File: src/rtl/irq_enc_pkg.sv
package irq_enc_pkg;
  typedef enum logic [1:0] {
    CFG_EDGE   = 2'd0,
    CFG_POL    = 2'd1,
    CFG_ACKSEL = 2'd2,
    CFG_NONE   = 2'd3
  } cfg_addr_e;
endpackage

File: src/rtl/irq_cfg_regs.sv
module irq_cfg_regs
  import irq_enc_pkg::*;
#(
  parameter int N_EXT = 5,
  parameter int SEL_W = 3
) (
  input  logic             clk_i,
  input  logic             rst_ni,
  input  logic             we_i,
  input  logic [1:0]       addr_i,
  input  logic [N_EXT-1:0] wdata_i,
  output logic [N_EXT-1:0] edge_mode_o,
  output logic [N_EXT-1:0] act_low_o,
  output logic [SEL_W-1:0] ack_sel_o
);
  always_ff @(posedge clk_i or negedge rst_ni) begin
    if (!rst_ni) begin
      edge_mode_o <= '0;
      act_low_o   <= '0;
      ack_sel_o   <= '0;
    end else if (we_i) begin
      case (cfg_addr_e'(addr_i))
        CFG_EDGE:   edge_mode_o <= wdata_i;
        CFG_POL:    act_low_o   <= wdata_i;
        CFG_ACKSEL: ack_sel_o   <= wdata_i[SEL_W-1:0];
        default: ;
      endcase
    end
  end
endmodule

File: src/rtl/irq_ext_detect.sv
module irq_ext_detect #(
  parameter int N_EXT = 5
) (
  input  logic             clk_i,
  input  logic             rst_ni,
  input  logic [N_EXT-1:0] ext_i,
  input  logic [N_EXT-1:0] edge_mode_i,
  input  logic [N_EXT-1:0] act_low_i,
  output logic [N_EXT-1:0] req_o
);
  for (genvar k = 0; k < N_EXT; k++) begin : g_pin
    logic s1_q, s2_q, act_q;
    logic act;
    assign act = s2_q ^ act_low_i[k];

    always_ff @(posedge clk_i or negedge rst_ni) begin
      if (!rst_ni) begin
        s1_q  <= 1'b0;
        s2_q  <= 1'b0;
        act_q <= 1'b0;
      end else begin
        s1_q  <= ext_i[k];
        s2_q  <= s1_q;
        act_q <= act;
      end
    end

    assign req_o[k] = edge_mode_i[k] ? (act & ~act_q) : act;
  end
endmodule

File: src/rtl/irq_pend_arb.sv
module irq_pend_arb #(
  parameter int N_LVL = 15,
  parameter int LVL_W = 4,
  parameter int N_EXT = 5,
  parameter int SEL_W = 3,
  parameter int EXT_BASE = 2
) (
  input  logic             clk_i,
  input  logic             rst_ni,
  input  logic [N_LVL:0]   set_i,
  input  logic             ack_i,
  input  logic [SEL_W-1:0] ack_sel_i,
  output logic [N_LVL:0]   pend_o,
  output logic [LVL_W-1:0] lvl_o,
  output logic             ext_ack_o
);
  logic [N_LVL:0]   pend_q, pend_d, clr;
  logic [LVL_W-1:0] lvl_q, enc;
  logic             ext_ack_q, route_ok, route_hit;

  always_comb begin
    clr = '0;
    if (ack_i && lvl_q != '0) clr[lvl_q] = 1'b1;
    // set beats clear on the same cycle
    pend_d    = (pend_q & ~clr) | set_i;
    pend_d[0] = 1'b0;
  end

  always_comb begin
    enc = '0;
    for (int l = 1; l <= N_LVL; l++)
      if (pend_q[l]) enc = LVL_W'(l);
  end

  assign route_ok  = {1'b0, ack_sel_i} < (SEL_W+1)'(N_EXT);
  assign route_hit = route_ok && (lvl_q == LVL_W'(EXT_BASE) + LVL_W'(ack_sel_i));

  always_ff @(posedge clk_i or negedge rst_ni) begin
    if (!rst_ni) begin
      pend_q    <= '0;
      lvl_q     <= '0;
      ext_ack_q <= 1'b0;
    end else begin
      pend_q    <= pend_d;
      lvl_q     <= enc;
      ext_ack_q <= ack_i && (lvl_q != '0) && route_hit;
    end
  end

  assign pend_o    = pend_q;
  assign lvl_o     = lvl_q;
  assign ext_ack_o = ext_ack_q;
endmodule

File: src/rtl/irq_prio_enc.sv
module irq_prio_enc #(
  parameter int N_EXT    = 5,
  parameter int LVL_W    = 4,
  parameter int EXT_BASE = 2,
  localparam int N_LVL   = (1 << LVL_W) - 1,
  localparam int SEL_W   = (N_EXT > 1) ? $clog2(N_EXT) : 1
) (
  input  logic             clk_i,
  input  logic             rst_ni,
  input  logic [N_EXT-1:0] ext_irq_i,
  input  logic [N_LVL-1:0] int_req_i,
  input  logic             ack_i,
  input  logic             cfg_we_i,
  input  logic [1:0]       cfg_addr_i,
  input  logic [N_EXT-1:0] cfg_wdata_i,
  output logic [LVL_W-1:0] lvl_o,
  output logic             ext_ack_o
);
  logic [N_EXT-1:0] edge_mode, act_low, ext_req;
  logic [SEL_W-1:0] ack_sel;
  logic [N_LVL:0]   set_vec, pend_q;

  irq_cfg_regs #(.N_EXT(N_EXT), .SEL_W(SEL_W)) u_cfg (
    .clk_i, .rst_ni,
    .we_i(cfg_we_i), .addr_i(cfg_addr_i), .wdata_i(cfg_wdata_i),
    .edge_mode_o(edge_mode), .act_low_o(act_low), .ack_sel_o(ack_sel)
  );

  irq_ext_detect #(.N_EXT(N_EXT)) u_det (
    .clk_i, .rst_ni,
    .ext_i(ext_irq_i), .edge_mode_i(edge_mode), .act_low_i(act_low),
    .req_o(ext_req)
  );

  always_comb begin
    set_vec = '0;
    for (int l = 1; l <= N_LVL; l++) set_vec[l] = int_req_i[l-1];
    for (int k = 0; k < N_EXT; k++)
      set_vec[EXT_BASE+k] = set_vec[EXT_BASE+k] | ext_req[k];
  end

  irq_pend_arb #(
    .N_LVL(N_LVL), .LVL_W(LVL_W), .N_EXT(N_EXT),
    .SEL_W(SEL_W), .EXT_BASE(EXT_BASE)
  ) u_arb (
    .clk_i, .rst_ni,
    .set_i(set_vec), .ack_i, .ack_sel_i(ack_sel),
    .pend_o(pend_q), .lvl_o, .ext_ack_o
  );
endmodule

File: config.mk
export PLATFORM = sky130hd
export DESIGN_NAME = irq_prio_enc
export DESIGN_NICKNAME = d
export VERILOG_FILES = /design/src/rtl/irq_enc_pkg.sv /design/src/rtl/irq_cfg_regs.sv /design/src/rtl/irq_ext_detect.sv /design/src/rtl/irq_pend_arb.sv /design/src/rtl/irq_prio_enc.sv
export SDC_FILE = /design/constraint.sdc
export NUM_CORES = 1
export LEC_CHECK = 0
export BUFFER_PORTS_ARGS = -buffer_cell sky130_fd_sc_hd__buf_2
export CAP_MARGIN = 20
export CORE_ASPECT_RATIO = 0.75
export CORE_MARGIN = 5
export CORE_UTILIZATION = 49
export CTS_CLUSTER_DIAMETER = 50
export DETAILED_ROUTE_END_ITERATION = 10
export PLACE_DENSITY = 0.73
export SYNTH_ARGS = -nofsm -noshare
export SYNTH_HDL_FRONTEND = slang
export SYNTH_SLANG_ARGS = --single-unit
export TNS_END_PERCENT = 1
File: constraint.sdc
create_clock -name clk_i -period 1.33 [get_ports clk_i]
set_input_delay 0.133 -clock clk_i [delete_from_list [all_inputs] [get_ports clk_i]]
set_output_delay 0.133 -clock clk_i [all_outputs]
set_load 0.02 [all_outputs]
Word level (Yosys, flattened, before mapping) --
Index checks and enable logic that the tools add are counted.
Word-level totals: register bits 48, word-level logic and storage cells 83, output and inout port bits 5, input port bits 31
Cells by class: muxes and demuxes 23, $lt $le $gt $ge 3, reductions and logical operators 9, bitwise gates (word level) 23, equality and inequality tests 3, add/sub/neg operators 1
Operator list (number):
- $mux 4 | 14
- $and 16x16->16 | 1
- $mux 16 | 1
- $not 16->16 | 1
- $or 16x16->16 | 1
- $mux 1 | 7
- $reduce_and 2->1 | 3
- $and 1x1->1 | 5
- $lt 4x5->1 const B | 1
- $not 1->1 | 5
- $or 1x1->1 | 5
- $xor 1x1->1 | 5
- $add 2x3->4 const A | 1
- $demux 1 s4 | 1
- $eq 4x4->1 | 1
- $ge 4x1->1 const B | 1
- $logic_and 1x1->1 | 4
- $reduce_bool 4->1 | 1
- $lt 3x3->1 const B | 1
- $eq 2x1->1 const B | 1
- $eq 2x2->1 const B | 1
- $logic_not 2->1 | 1

Longest topological paths before layout --
Gate-level depths: netlist of the first run.
word-level depth 15, depth in mapped cells 5, mapped depth without buffers 5

Cells and area by module --
A second synthesis of the first run with hierarchy kept.
Second synthesis, totals: cell total of the unflattened synthesis 160, area total of the unflattened synthesis 2008.2 um2
Modules (own cells, without submodules):
- irq_pend_arb | instances 1, cells each 100, sequential area each 500.5 um2, area an instance 1011.0 um2
- irq_cfg_regs | instances 1, cells each 29, sequential area each 325.3 um2, area an instance 505.5 um2
- irq_ext_detect | instances 1, cells each 25, sequential area each 375.4 um2, area an instance 456.7 um2
- irq_prio_enc | instances 1, cells each 6, sequential area each 0.0 um2, area an instance 35.0 um2

Worst setup path before layout of the first run --
OpenSTA, ideal clock, no wires.
path kind flip-flop to flip-flop, from register u_cfg.ack_sel_o[1], to register u_arb.ext_ack_q (netlist: u_arb.ext_ack_o), path buffers 0, cell stages (with the launch flop) 6, arrival 1.221 ns, setup time 0.065 ns, data required time 1.265 ns, path slack 0.044 ns, clock period less this slack 1.286 ns, path through dfrtp_1 > inv_1 > ha_1 > xnor2_1 > nor4b_2 > o221a_2
Between the ends: longest elaborated chain between the ends 4, elaborated cells on any way between the ends 5, those cells by class 1 x add/sub; 1 x order compare; 1 x eq/ne; 2 x reduce/logical
RTL lines:
- start, declared | RTL line irq_cfg_regs.sv:14 | output logic [SEL_W-1:0] ack_sel_o
- start signal, assigned | RTL line irq_cfg_regs.sv:25 | CFG_ACKSEL: ack_sel_o <= wdata_i[SEL_W-1:0];
- $add 2x3->4 | RTL line irq_pend_arb.sv:36 | assign route_hit = route_ok && (lvl_q == LVL_W'(EXT_BASE) + LVL_W'(ack_sel_i));
- $eq 4x4->1 | RTL line irq_pend_arb.sv:36
- $logic_and 1x1->1 (*) | RTL line irq_pend_arb.sv:36
- $logic_and 1x1->1 (*) | RTL line irq_pend_arb.sv:46 | ext_ack_q <= ack_i && (lvl_q != '0) && route_hit;
- end signal, assigned | RTL line irq_pend_arb.sv:46
- end, declared | RTL line irq_pend_arb.sv:19 | logic ext_ack_q, route_ok, route_hit;
Every way passes the cells marked *; elsewhere a longest branch is shown, timed or not. A chain may end at the register's enable or synchronous reset.

Final worst setup path of the first run --
Same ends and word-level chain as after synthesis.

==> results of run 1 <==
==> synth_stat cells <==
cell type | count | share of area, %
a21o_1 | 1 | 0.39
a21o_2 | 1 | 0.45
a21oi_1 | 4 | 1.0
a221o_1 | 2 | 1.0
a311o_1 | 1 | 0.52
a311oi_1 | 1 | 0.45
a31oi_1 | 1 | 0.32
and2b_2 | 1 | 0.45
buf_2 | 1 | 0.26
buf_4 | 1 | 0.39
dfrtp_1 | 48 | 62
ha_1 | 2 | 1.3
inv_1 | 2 | 0.39
mux2_2 | 13 | 7.5
nand2_1 | 12 | 2.3
nand2b_1 | 11 | 3.5
nand3_1 | 3 | 0.77
nand3b_1 | 6 | 2.3
nor2_1 | 10 | 1.9
nor2b_1 | 1 | 0.32
nor3_1 | 3 | 0.77
nor3b_2 | 1 | 0.64
nor3b_4 | 1 | 0.97
nor4_1 | 2 | 0.64
nor4b_2 | 1 | 0.77
o21ai_0 | 11 | 2.8
o221a_2 | 1 | 0.58
o311ai_0 | 1 | 0.45
o31ai_1 | 3 | 1.2
or2b_1 | 1 | 0.39
or3b_1 | 1 | 0.45
xnor2_1 | 1 | 0.45
xor2_1 | 5 | 2.3
==> power by group through the flow <==
stage	combinational [mW]	clock [mW]	sequential, mW
CTS	0.373	1.05	1.67
global placement	0.326	0	1.69
detailed placement	0.349	0	1.70
finish	0.365	1.03	1.67
floorplan	0.192	0	1.68
global route	0.411	1.11	1.69
==> flip-flops by register name, summed over array words and instances, names as in the netlist, 3 cells and up <==
register,flops
u_arb.lvl_o,4
u_arb.pend_o,15
u_cfg.ack_sel_o,3
u_cfg.act_low_o,5
u_cfg.edge_mode_o,5
u_det.g_pin.act_q,5
u_det.g_pin.s1_q,5
u_det.g_pin.s2_q,5
==> worst reg2reg max path, cell delays in order (launching register included) <==
cell	delay (ns)
dfrtp_1	0.40
inv_2	0.09
ha_4	0.20
xnor2_1	0.12
nor4b_2	0.24
o221a_2	0.21
==> timing repair <==
| item | CTS | global route |
|---|---|---|
| resized for setup | 2 | 2 |
| endpoints found under the setup margin | 1 | 4 |
| hold buffers | 6 | 0 |
| pin swaps | 0 | 1 |
| hold endpoints to repair | 24 | 0 |
==> worst max path at each step <==
stage                                         startpoint                         to  cells after the start
after floorplan           u_cfg.ack_sel_o[1]$_DFFE_PN0P_  u_arb.ext_ack_o$_DFF_PN0_                      5
after global placement    u_cfg.ack_sel_o[1]$_DFFE_PN0P_  u_arb.ext_ack_o$_DFF_PN0_                      5
after detailed placement  u_cfg.ack_sel_o[1]$_DFFE_PN0P_  u_arb.ext_ack_o$_DFF_PN0_                      5
after CTS                 u_cfg.ack_sel_o[1]$_DFFE_PN0P_  u_arb.ext_ack_o$_DFF_PN0_                      5
after global routing      u_cfg.ack_sel_o[1]$_DFFE_PN0P_  u_arb.ext_ack_o$_DFF_PN0_                      5
final                     u_cfg.ack_sel_o[1]$_DFFE_PN0P_  u_arb.ext_ack_o$_DFF_PN0_                      5
==> cell type report <==
type / instances / area, sq um / area share, %
Clock inverter: 2 / 35.0 / 1.46
Multi-Input combinational cell: 102 / 734 / 30.6
Timing Repair Buffer: 46 / 285 / 11.9
Tap cell: 52 / 65.1 / 2.71
Sequential cell: 48 / 1200 / 50.1
Clock buffer: 6 / 72.6 / 3.02
Inverter: 2 / 7.51 / 0.313
==> per-layer routing <==
layer,GRT usage (%),vias to the layer above,share of wire [%]
li1,-,647,-
met1,22.8,697,44
met4,3.47,0,0.42
met3,4.85,4,5.7
met2,26.9,30,50
met5,0,-,0
==> logic make-up (layout without fill, tap and decap cells) <==
| logic type | Yosys count | after routing | synth area share [%] |
|---|---|---|---|
| adders and majority gates | 2 | 2 | 1.29 |
| and+or+nand+nor | 54 | 54 | 16.3 |
| muxes | 13 | 13 | 7.54 |
| AOI/OAI and AO/OA | 27 | 27 | 9.22 |
| xor gates and xnor gates | 6 | 6 | 2.71 |
| buffers and inverters | 4 | 56 | 1.03 |
| DFF | 48 | 48 | 61.9 |
==> results by group, run 1 <==
Timing
  – Hold_ws: roughly 0.012 ns
  – Slew headroom: 69.0%
  – FMAX: ~0.76 GHz
  – Worst Slack Setup Final: between 0.01 and 0.015 ns
  – Final setup vio count: 0
  – Setup tns final: 0 ns
  – Slew Viols, Final: 0
  – RSZ-0062 raised after global routing: true
  – Fin. Hold Viols: 0
  – Layout Skew: 0.00270 ns
  – Min cycle time layout: 1.32 ns
  – Crit share post-route: between 90% and 100%
  – Worst Max-Slew Pin Slew: about 0.47 ns

Job
  – Max-capacitance violation count: 0

Power
  – Clock power share: between 30% and 40%
  – P_int: ~2.3 mW
  – Leak pwr: about 1 nW
  – Comb pwr share: a little under an eighth
  – Sw frac: 23.4%
  – Register share of total power: 54.5%
  – Power density over cell area: 1280 nW/um^2
  – Switching pwr: just over 700 uW
  – Maximum VDD drop: between 0.0009 and 0.001 V
  – Final Power: between 3 and 4 mW

Die
  – CORE AREA: around 3700 sq um
  – Top-level port count: 36
  – Chip width: around 83 um
  – Placement Rows: 19
  – DIE AREA: 5330 sq um
  – Starting Density: between 50% and 60%
  – Die Y: 64.5 um

Routing
  – Iter 0 DRT Violations: around 150
  – Wire length per cell: 15.6 um
  – DRC violations left: 0
  – Final ANT Viol Nets: 0
  – Vias/cell: between 5 and 6
  – Via count: 1,378
  – DR pass1 iterations: 4
  – Detailed Route WL: 4.01 mm

Worst setup path
  – Critical Path RT: around 1.6 ns
  – Crit path launch type: register
  – RR Endpoint: u_arb.ext_ack_o$_DFF_PN0_
  – Crit-path max cell delay: around 0.40 ns
  – R2R setup slack: about 0.012 ns
  – Top delay family on crit path: flip-flops
  – Worst-case reg-to-reg path depth: 5
  – Crit path arrival time: approximately 1.6 ns
  – Crit-path max FO: 2
  – CP max stage cell: dfrtp_1
  – Worst R2R Start: u_cfg.ack_sel_o[1]$_DFFE_PN0P_
  – Critical-path cell list: inv_2 -> ha_4 -> xnor2_1 -> nor4b_2 -> o221a_2
  – Buf+Inv Stages, Crit Path: 1
  – Crit. End Element: register
  – CP Class: register to register

Placed design
  – RD Place Congestion: 0.845
  – IO Port Bufs: 35
  – Dpl cells: ~240
  – Placement Setup Slack: -0.0156 ns
  – Detail Placement HPWL: about 3.0 mm
  – Area post-placement: 2220 sq um

Layout
  – Total Nets Final: roughly 240
  – Most common cell after layout, fill and taps aside: dfrtp_1
  – Synthesis-to-finish area growth: 23.8%
  – Non-filler instance count after layout: around 260
  – Layout cell share with drive strength beyond 1: ~34%
  – Fillers: roughly 300
  – Design area: roughly 2400 sq um
  – Most frequent cells in the layout: dfrtp_1 (47), buf_2 (35), mux2_2 (13)
  – Post-layout util: ~64%
  – # diodes: 0

Hold path
  – Hold_sp: int_req_i[11]
  – Hold EP: u_arb.pend_o[12]$_DFF_PN0_
  – Hold path cells: 2
  – Worst Hold Class: input port to register

Global route
  – GRT Residual Overflow: 0
  – Largest net degree at the start of global routing: 30
  – GRT Total Usage: 16.8%
  – Wire length of the first global-routing pass: 6.84 mm
  – Initial antenna violation count: 0
  – Vias in the first global route: approximately 1.5k

Clock tree
  – CTS tree: built
  – CTS clk-pin slew, worst paths: roughly 0.090 ns
  – Insertion delay to the later sink of the worst-skew pair: between 0.2 and 0.3 ns
  – Sink Count: 48
  – Setup bufs post-CTS: 0
  – CTS Buf Count: 5
  – Clk buf depth: 2
  – CTS H-tree lvls: 2
  – Root Driver: clkbuf_8

Logic synthesis
  – Synth Warn #: 0
  – Mapped cell area: a little under 2000 sq um
  – Sequential area share after synthesis: around three fifths
  – Mean Syn Cell Area: ~13 sq um
  – Register bit total from synthesis: 48
  – Syn nets: between 150 and 200
  – Synth Instances: 154
  – Cell variety after synth: 33

Run status
  – Outcome: finished clean
(Power assumes the default switching activity.)
==> run 2, diff against run 1 <==
==> constraint.sdc (replaced) <==
create_clock -name clk_i -period 1.33 [get_ports clk_i]
set_input_delay 0.266 -clock clk_i [delete_from_list [all_inputs] [get_ports clk_i]]
set_output_delay 0.266 -clock clk_i [all_outputs]
set_load 0.02 [all_outputs]
==> run 2 against run 1 <==
  * The flow now finishes with violations (setup timing)
  * Clock-buffer cell count shrank 1
  * Register-to-register slack lost 0.02 ns
  * Global-route usage shrank 0.20 points
  * Sequential cell count is the same
  * Total power grew 8.4%
  * Sequential share of layout area shrank 0.23 points
  * Maximum frequency shrank 1.4%
  * Cell count shrank 0.78%
==> results by group, run 2 (synthesis gave the netlist of run 1 again) <==
Timing
  – Layout Skew: 0.0108 ns (was 0.00270 ns)
  – Slew headroom: 76.0% (was 69.0%)
  – Fin. Hold Viols: 0 (unchanged)
  – Worst Slack Setup Final: -0.00609 ns (was 0.0120 ns)
  – FMAX: 0.748 GHz (was 0.759 GHz)
  – Hold_ws: 0.0620 ns (was 0.0121 ns)
  – RSZ-0062 raised after global routing: true (unchanged)
  – Slew Viols, Final: 0 (unchanged)
  – Crit share post-route: 100% (was 99.1%)
  – Min cycle time layout: 1.34 ns (was 1.32 ns)
  – Worst Max-Slew Pin Slew: 0.357 ns (was 0.466 ns)
  – Final setup vio count: 1 (was 0)

Routing
  – Vias/cell: 5.26 (was 5.34)
  – Metal3 WL: 229 um (unchanged)
  – DRC violations left: 0 (unchanged)
  – Met1 wire length: 1.83 mm (was 1.76 mm)
  – Wire length per cell: 15.9 um (was 15.6 um)
  – Iter 0 DRT Violations: 90 (was 153)
  – Via count: 1,346 (was 1,378)
  – Final ANT Viol Nets: 0 (unchanged)
  – DR pass1 iterations: 4 (unchanged)
  – Highest Signal Layer: met4 (unchanged)
  – Detailed Route WL: 4.06 mm (was 4.01 mm)
  – Met2 routed WL: 1.95 mm (was 2.01 mm)

Clock tree
  – CTS Buf Count: 5 (unchanged)
  – CTS H-tree lvls: 2 (unchanged)
  – Insertion delay to the later sink of the worst-skew pair: 0.30 ns (was 0.29 ns)
  – Root Driver: clkbuf_8 (unchanged)
  – Sink Count: 48 (unchanged)
  – Clk buf depth: 2 (unchanged)
  – CTS clk-pin slew, worst paths: 0.09 ns (about the same)
  – CTS tree: built (unchanged)

Hold path
  – Worst Hold Class: input port to register (unchanged)

Die
  – Top-level port count: 36 (unchanged)
  – Starting Density: 52.0% (unchanged)
  – Placement Rows: 19 (unchanged)
  – Chip width: 82.7 um (unchanged)
  – Die Y: 64.5 um (unchanged)
  – DIE AREA: 5330 sq um (unchanged)
  – CORE AREA: 3730 sq um (unchanged)

Layout
  – Non-filler instance count after layout: 256 (was 258)
  – # diodes: 0 (unchanged)
  – Fillers: 279 (was 307)
  – Most common cell after layout, fill and taps aside: dfrtp_1 (unchanged)
  – Total Nets Final: 236 (was 238)
  – Multi-input gate area: 739 sq um (was 734 sq um)
  – Synthesis-to-finish area growth: 24.6% (was 23.8%)
  – Layout cell share with drive strength beyond 1: 37.3% (was 34.0%)
  – Most frequent cells in the layout: dfrtp_1 (45), buf_2 (34), mux2_2 (13) (was dfrtp_1 (47), buf_2 (35), mux2_2 (13))
  – Max reg flops: 15 (unchanged)
  – FF/Latch Area: 1200 sq um (about the same)

Power
  – Maximum VDD drop: 0.000920 V (was 0.000976 V)
  – Switching pwr: 763 uW (was 719 uW)
  – Comb pwr share: 11.7% (was 11.9%)
  – Power density over cell area: 1380 nW/um^2 (was 1280 nW/um^2)
  – Clock power share: 37.9% (was 33.5%)
  – Leak pwr: 1.00 nW (was 0.988 nW)
  – Sw frac: 22.9% (was 23.4%)
  – P_int: 2.56 mW (was 2.35 mW)
  – Register share of total power: 50.4% (was 54.5%)
  – Final Power: 3.33 mW (was 3.07 mW)

Global route
  – GRT Residual Overflow: 0 (unchanged)
  – Vias in the first global route: 1,448 (was 1,488)
  – Wire length of the first global-routing pass: 6.70 mm (was 6.84 mm)
  – Initial antenna violation count: 0 (unchanged)
  – GRT Total Usage: 16.6% (was 16.8%)
  – Largest net degree at the start of global routing: 49 (was 30)

Job
  – Max-capacitance violation count: 0 (unchanged)

Run status
  – Outcome: finished with violations (was finished clean)
  – Failing checks: setup timing

Worst setup path
  – Buf+Inv Stages, Crit Path: 0 (was 1)
  – Crit-path max cell delay: 0.43 ns (was 0.40 ns)
  – Critical Path RT: 1.57 ns (about the same)
  – Crit. End Element: register (unchanged)
  – Crit path arrival time: 1.57 ns (was 1.56 ns)
  – CP Class: register to register (unchanged)
  – Critical-path cell list: ha_4 -> xnor2_2 -> nor4b_2 -> o221a_2 (was inv_2 -> ha_4 -> xnor2_1 -> nor4b_2 -> o221a_2)
  – Crit path launch type: register (unchanged)
  – CP max stage cell: dfrtp_1 (unchanged)
  – Crit-path max FO: 3 (was 2)
  – Top delay family on crit path: flip-flops (unchanged)

Placed design
  – Detail Placement HPWL: 2.98 mm (was 3.05 mm)
  – RD Place Congestion: 0.867 (was 0.845)
  – IO Port Bufs: 35 (unchanged)
  – Dpl cells: 245 (was 244)
run 2: cell count changes in the layout (fill, tap and decap cells not counted), moves of 2 or more:
cell,change
dfrtp_1,-2
dlygate4sd3_1,-5
dfrtp_2,+2
buf_4,+3
run 2: timing repair:
item,CTS,global route
buffers inserted,0,2
hold buffers,1,0
pin swaps,0,2
gates resized for setup,2,7
endpoints found under the hold margin,48,0
endpoints found under the setup margin,3,4
run 2: power by group through the flow:
stage | sequential (mW) | clock, mW | combinational (mW)
after floorplan | 1.68 | 0 | 0.192
after global placement | 1.69 | 0 | 0.327
after detailed placement | 1.70 | 0 | 0.350
after CTS | 1.67 | 1.27 | 0.355
after global routing | 1.69 | 1.33 | 0.435
final | 1.68 | 1.26 | 0.390
run 2: layer usage:
layer	vias to the layer above	track usage (%)
li1	637	-
met1	667	21.8
met2	36	25.9
met3	6	4.99
met4	0	6.12
met5	-	0
run 2: worst reg2reg max path, cell delays in order, from the launching register on:
cell and delay, ns:
dfrtp_1 0.43, ha_4 0.26, xnor2_2 0.13, nor4b_2 0.25, o221a_2 0.21
run 2: metrics by stage:
step	TNS [ns]	setup slack, ns	area [sq um]	utilization, %
after floorplan	0	0.0436	1940	-
after global placement	0	0.0672	2230	59.6
after detailed placement	0	0.00994	2230	59.6
after CTS	-0.00829	-0.00829	2380	63.7
after global routing	-0.0557	-0.0391	2420	64.8
final	-0.00609	-0.00609	2420	64.8
run 2: final cells by class:
cell class | instances | area share (%)
flip-flops and latches | 48 | 49.8
multi-input cells | 102 | 30.6
repair buffers | 44 | 10.9
clock buffers | 5 | 2.85
clock inverters | 3 | 2.85
well taps | 52 | 2.69
inverters | 2 | 0.310
run 2: path summary, 6_finish.rpt:
path,endpoint,depth (start not counted),from,slack [ns]
min reg2reg,u_det.g_pin[2].s2_q$_DFF_PN0_,0,u_det.g_pin[2].s1_q$_DFF_PN0_,0.36
max reg2reg,u_arb.ext_ack_o$_DFF_PN0_,4,u_cfg.ack_sel_o[2]$_DFFE_PN0P_,-0.006
max in group asynchronous,u_arb.lvl_o[3]$_DFF_PN0_,3,rst_ni,0.63
min,u_det.g_pin[4].s1_q$_DFF_PN0_,1,ext_irq_i[4],0.06
max,u_arb.ext_ack_o$_DFF_PN0_,4,u_cfg.ack_sel_o[2]$_DFFE_PN0P_,-0.006
min in group asynchronous,u_det.g_pin[1].s1_q$_DFF_PN0_,3,rst_ni,0.46
==> run 3, diff against run 2 <==
Settings changed: ABC_AREA from default to 1.
==> run 3 against run 2 <==
  * The flow now finishes without violations
  * Sequential power fell by 2%
  * Area after synthesis down 0.26%
  * Worst setup slack gained 0.048 ns
  * Largest power group unchanged
  * Via count grew 9.8%
  * Synthesized cell count rose by 31%
  * Wire length shrank 4.5%
  * First-iteration DRC count grew 48%
  * Die area decreased by 0.22%
  * Design area decreased by 3.2%
==> results by group, run 3 <==
Routing
  – Vias/cell: 4.94 (was 5.26)
  – Via count: 1,478 (was 1,346)
  – DRC violations left: 0 (unchanged)
  – Final ANT Viol Nets: 0 (unchanged)
  – DR pass1 iterations: 4 (unchanged)
  – Iter 0 DRT Violations: 133 (was 90)
  – Wire length per cell: 13.0 um (was 15.9 um)
  – Detailed Route WL: 3.88 mm (was 4.06 mm)

Job
  – Max-capacitance violation count: 0 (unchanged)

Placed design
  – IO Port Bufs: 35 (unchanged)
  – RD Place Congestion: 0.843 (was 0.867)
  – Detail Placement HPWL: 2.92 mm (was 2.98 mm)

Logic synthesis
  – Cell variety after synth: 20 (was 33)
  – Sequential area share after synthesis: 62.1% (was 61.9%)
  – Top cells by count, synth: nand2_1 (51), dfrtp_1 (48), inv_1 (23) (was dfrtp_1 (48), mux2_2 (13), nand2_1 (12))
  – Fraction of registers with async set/reset: 100% (unchanged)
  – EDFF count, synth: 0 (unchanged)
  – Dominant cell by count in the synthesized netlist: nand2_1 (was dfrtp_1)
  – Main synth FF type: dfrtp_1 (unchanged)
  – Register bit total from synthesis: 48 (unchanged)
  – Synth Warn #: 0 (unchanged)
  – Synth Instances: 201 (was 154)
  – Mapped cell area: 1940 sq um (about the same)
  – Post-synth top area cell: dfrtp_1 (unchanged)
  – Mean Syn Cell Area: 9.63 sq um (was 12.6 sq um)
  – Synth top area share: 62.1% (was 61.9%)
  – Syn nets: 234 (was 187)
  – Synth top area cells: dfrtp_1 (62%), nand2_1 (9.9%), inv_1 (4.5%), o21ai_0 (3.9%), o21bai_1 (3.5%) (was dfrtp_1 (62%), mux2_2 (7.5%), nand2b_1 (3.5%), o21ai_0 (2.8%), nand2_1 (2.3%))

Run status
  – Outcome: finished clean (was finished with violations)

Die
  – Die Y: 64.4 um (was 64.5 um)
  – CORE AREA: 3730 sq um (unchanged)
  – Chip width: 82.6 um (was 82.7 um)
  – Placement Rows: 19 (unchanged)
  – Starting Density: 51.9% (was 52.0%)
  – DIE AREA: 5320 sq um (was 5330 sq um)
  – Top-level port count: 36 (unchanged)

Layout
  – Total Nets Final: 279 (was 236)
  – Layout cell share with drive strength beyond 1: 20.2% (was 37.3%)
  – Synthesis-to-finish area growth: 20.9% (was 24.6%)
  – Post-layout util: 62.7% (was 64.8%)
  – Most frequent cells in the layout: nand2_1 (51), dfrtp_1 (48), buf_2 (35) (was dfrtp_1 (45), buf_2 (34), mux2_2 (13))
  – # diodes: 0 (unchanged)
  – Fillers: 321 (was 279)
  – Max reg flops: 15 (unchanged)
  – Multi-input gate area: 624 sq um (was 739 sq um)
  – FF/Latch Area: 1200 sq um (about the same)
  – Most common cell after layout, fill and taps aside: nand2_1 (was dfrtp_1)

Worst setup path
  – Crit path launch type: register (unchanged)
  – Crit-path max FO: 4 (was 3)
  – Crit path arrival time: 1.02 ns (was 1.57 ns)
  – Crit. End Element: primary output (was register)
  – Critical Path RT: 1.06 ns (was 1.57 ns)
  – CP Class: register to primary output (was register to register)

Clock tree
  – Root Driver: clkbuf_8 (unchanged)
  – Insertion delay to the later sink of the worst-skew pair: 0.30 ns (about the same)
  – CTS tree: built (unchanged)
  – Sink Count: 48 (unchanged)
  – CTS Buf Count: 5 (unchanged)
  – CTS H-tree lvls: 2 (unchanged)
  – CTS clk-pin slew, worst paths: 0.09 ns (about the same)
  – Clk buf depth: 2 (unchanged)

Timing
  – FMAX: 0.776 GHz (was 0.748 GHz)
  – Worst Max-Slew Pin Slew: 0.449 ns (was 0.357 ns)
  – Slew headroom: 69.8% (was 76.0%)
  – Crit share post-route: 96.8% (was 100%)
  – Slew Viols, Final: 0 (unchanged)
  – RSZ-0062 raised after global routing: true (unchanged)
  – Fin. Hold Viols: 0 (unchanged)
  – Layout Skew: 0.0105 ns (was 0.0108 ns)
  – Setup tns final: 0 ns (was -0.00609 ns)
  – Min cycle time layout: 1.29 ns (was 1.34 ns)
  – Final setup vio count: 0 (was 1)

Global route
  – Initial antenna violation count: 0 (unchanged)
  – Wire length of the first global-routing pass: 6.72 mm (was 6.70 mm)
  – Vias in the first global route: 1,482 (was 1,448)
  – Largest net degree at the start of global routing: 49 (unchanged)
  – GRT Total Usage: 16.7% (was 16.6%)
  – GRT Residual Overflow: 0 (unchanged)

Power
  – Maximum VDD drop: 0.000820 V (was 0.000920 V)
  – Power density over cell area: 1290 nW/um^2 (was 1380 nW/um^2)
  – Leak pwr: 1.18 nW (was 1.00 nW)

Hold path
  – Worst Hold Class: input port to register (unchanged)
==> run 3: changes by cell type after synthesis, sizes merged, moves of 3 or more <==
cell	before	now
o21bai	0	9
inv	2	27
nand2b	11	0
nand2	12	51
a21oi	4	0
o31ai	3	0
mux2	13	0
o21ai	11	19
nand3	3	11
nor2	10	14
==> run 3: area by class of cell <==
| cell class | count | area share (%) |
|---|---|---|
| clock buffer | 6 | 3.53 |
| clock inverter | 2 | 1.66 |
| inverter | 28 | 4.49 |
| multi-input combinational | 124 | 26.7 |
| sequential | 48 | 51.3 |
| tap | 52 | 2.78 |
| timing repair buffer | 39 | 9.57 |
==> run 3: worst max-delay path: stages (launching register included) <==
cell and delay (ns):
dfrtp_1 0.43, buf_6 0.15, buf_2 0.15
==> run 3: metal layers <==
metal,track usage (%),routed length (um)
met5,0,0
met2,23.2,1710
met4,4.90,37
met3,4.99,293
met1,25.1,1840
==> run 3: final timing paths <==
| kind | to | depth (start not counted) | startpoint | slack [ns] |
|---|---|---|---|---|
| setup / recovery | lvl_o[2] | 2 | u_arb.lvl_o[2]$_DFF_PN0_ | 0.04 |
| hold / removal | u_det.g_pin[0].s1_q$_DFF_PN0_ | 1 | ext_irq_i[0] | 0.07 |
| setup reg to reg | u_arb.ext_ack_o$_DFF_PN0_ | 4 | u_cfg.ack_sel_o[1]$_DFFE_PN0P_ | 0.06 |
| hold reg to reg | u_det.g_pin[1].s2_q$_DFF_PN0_ | 0 | u_det.g_pin[1].s1_q$_DFF_PN0_ | 0.35 |
| max in group asynchronous | u_arb.pend_o[5]$_DFF_PN0_ | 3 | rst_ni | 0.63 |
| min in group asynchronous | u_cfg.ack_sel_o[1]$_DFFE_PN0P_ | 3 | rst_ni | 0.46 |
==> run 3: cells by family after synthesis <==
kind of cell / synth area share, %
AO/OA/AOI/OAI: 9.76
XOR/XNOR: 2.71
adder cells (fa/ha/maj): 1.29
buffers and inverters: 5.69
flip-flops: 62.1
AND/OR/NAND/NOR: 18.5
==> run 3: metrics by stage <==
step | total power [mW] | setup WS [ns] | hold WS (ns) | instances | instance area [sq um]
final | 3.02 | 0.0420 | 0.0695 | 299 | 2340
after CTS | 3.05 | 0.0160 | 0.0609 | 299 | 2340
after global placement | 1.95 | 0.140 | 0.266 | 290 | 2210
after global routing | 3.18 | -0.0265 | 0.0518 | 299 | 2340
after detailed placement | 1.96 | 0.0937 | 0.265 | 290 | 2210
after floorplan | 1.82 | 0.131 | -0.0296 | 201 | 1940
==> run 3: repair_timing <==
action	4_1_cts	5_1_grt
buffers inserted	0	0
endpoints found under the hold margin	48	0
endpoints found under the setup margin	0	3
hold buffers	1	0
gates resized for setup	0	1
==> run 3: where the power goes <==
group          internal [mW]  total [mW]  switching [mW]
clock                  0.615        1.09           0.479
sequential              1.58        1.64          0.0644
combinational          0.125       0.290           0.164
total                   2.32        3.02           0.708
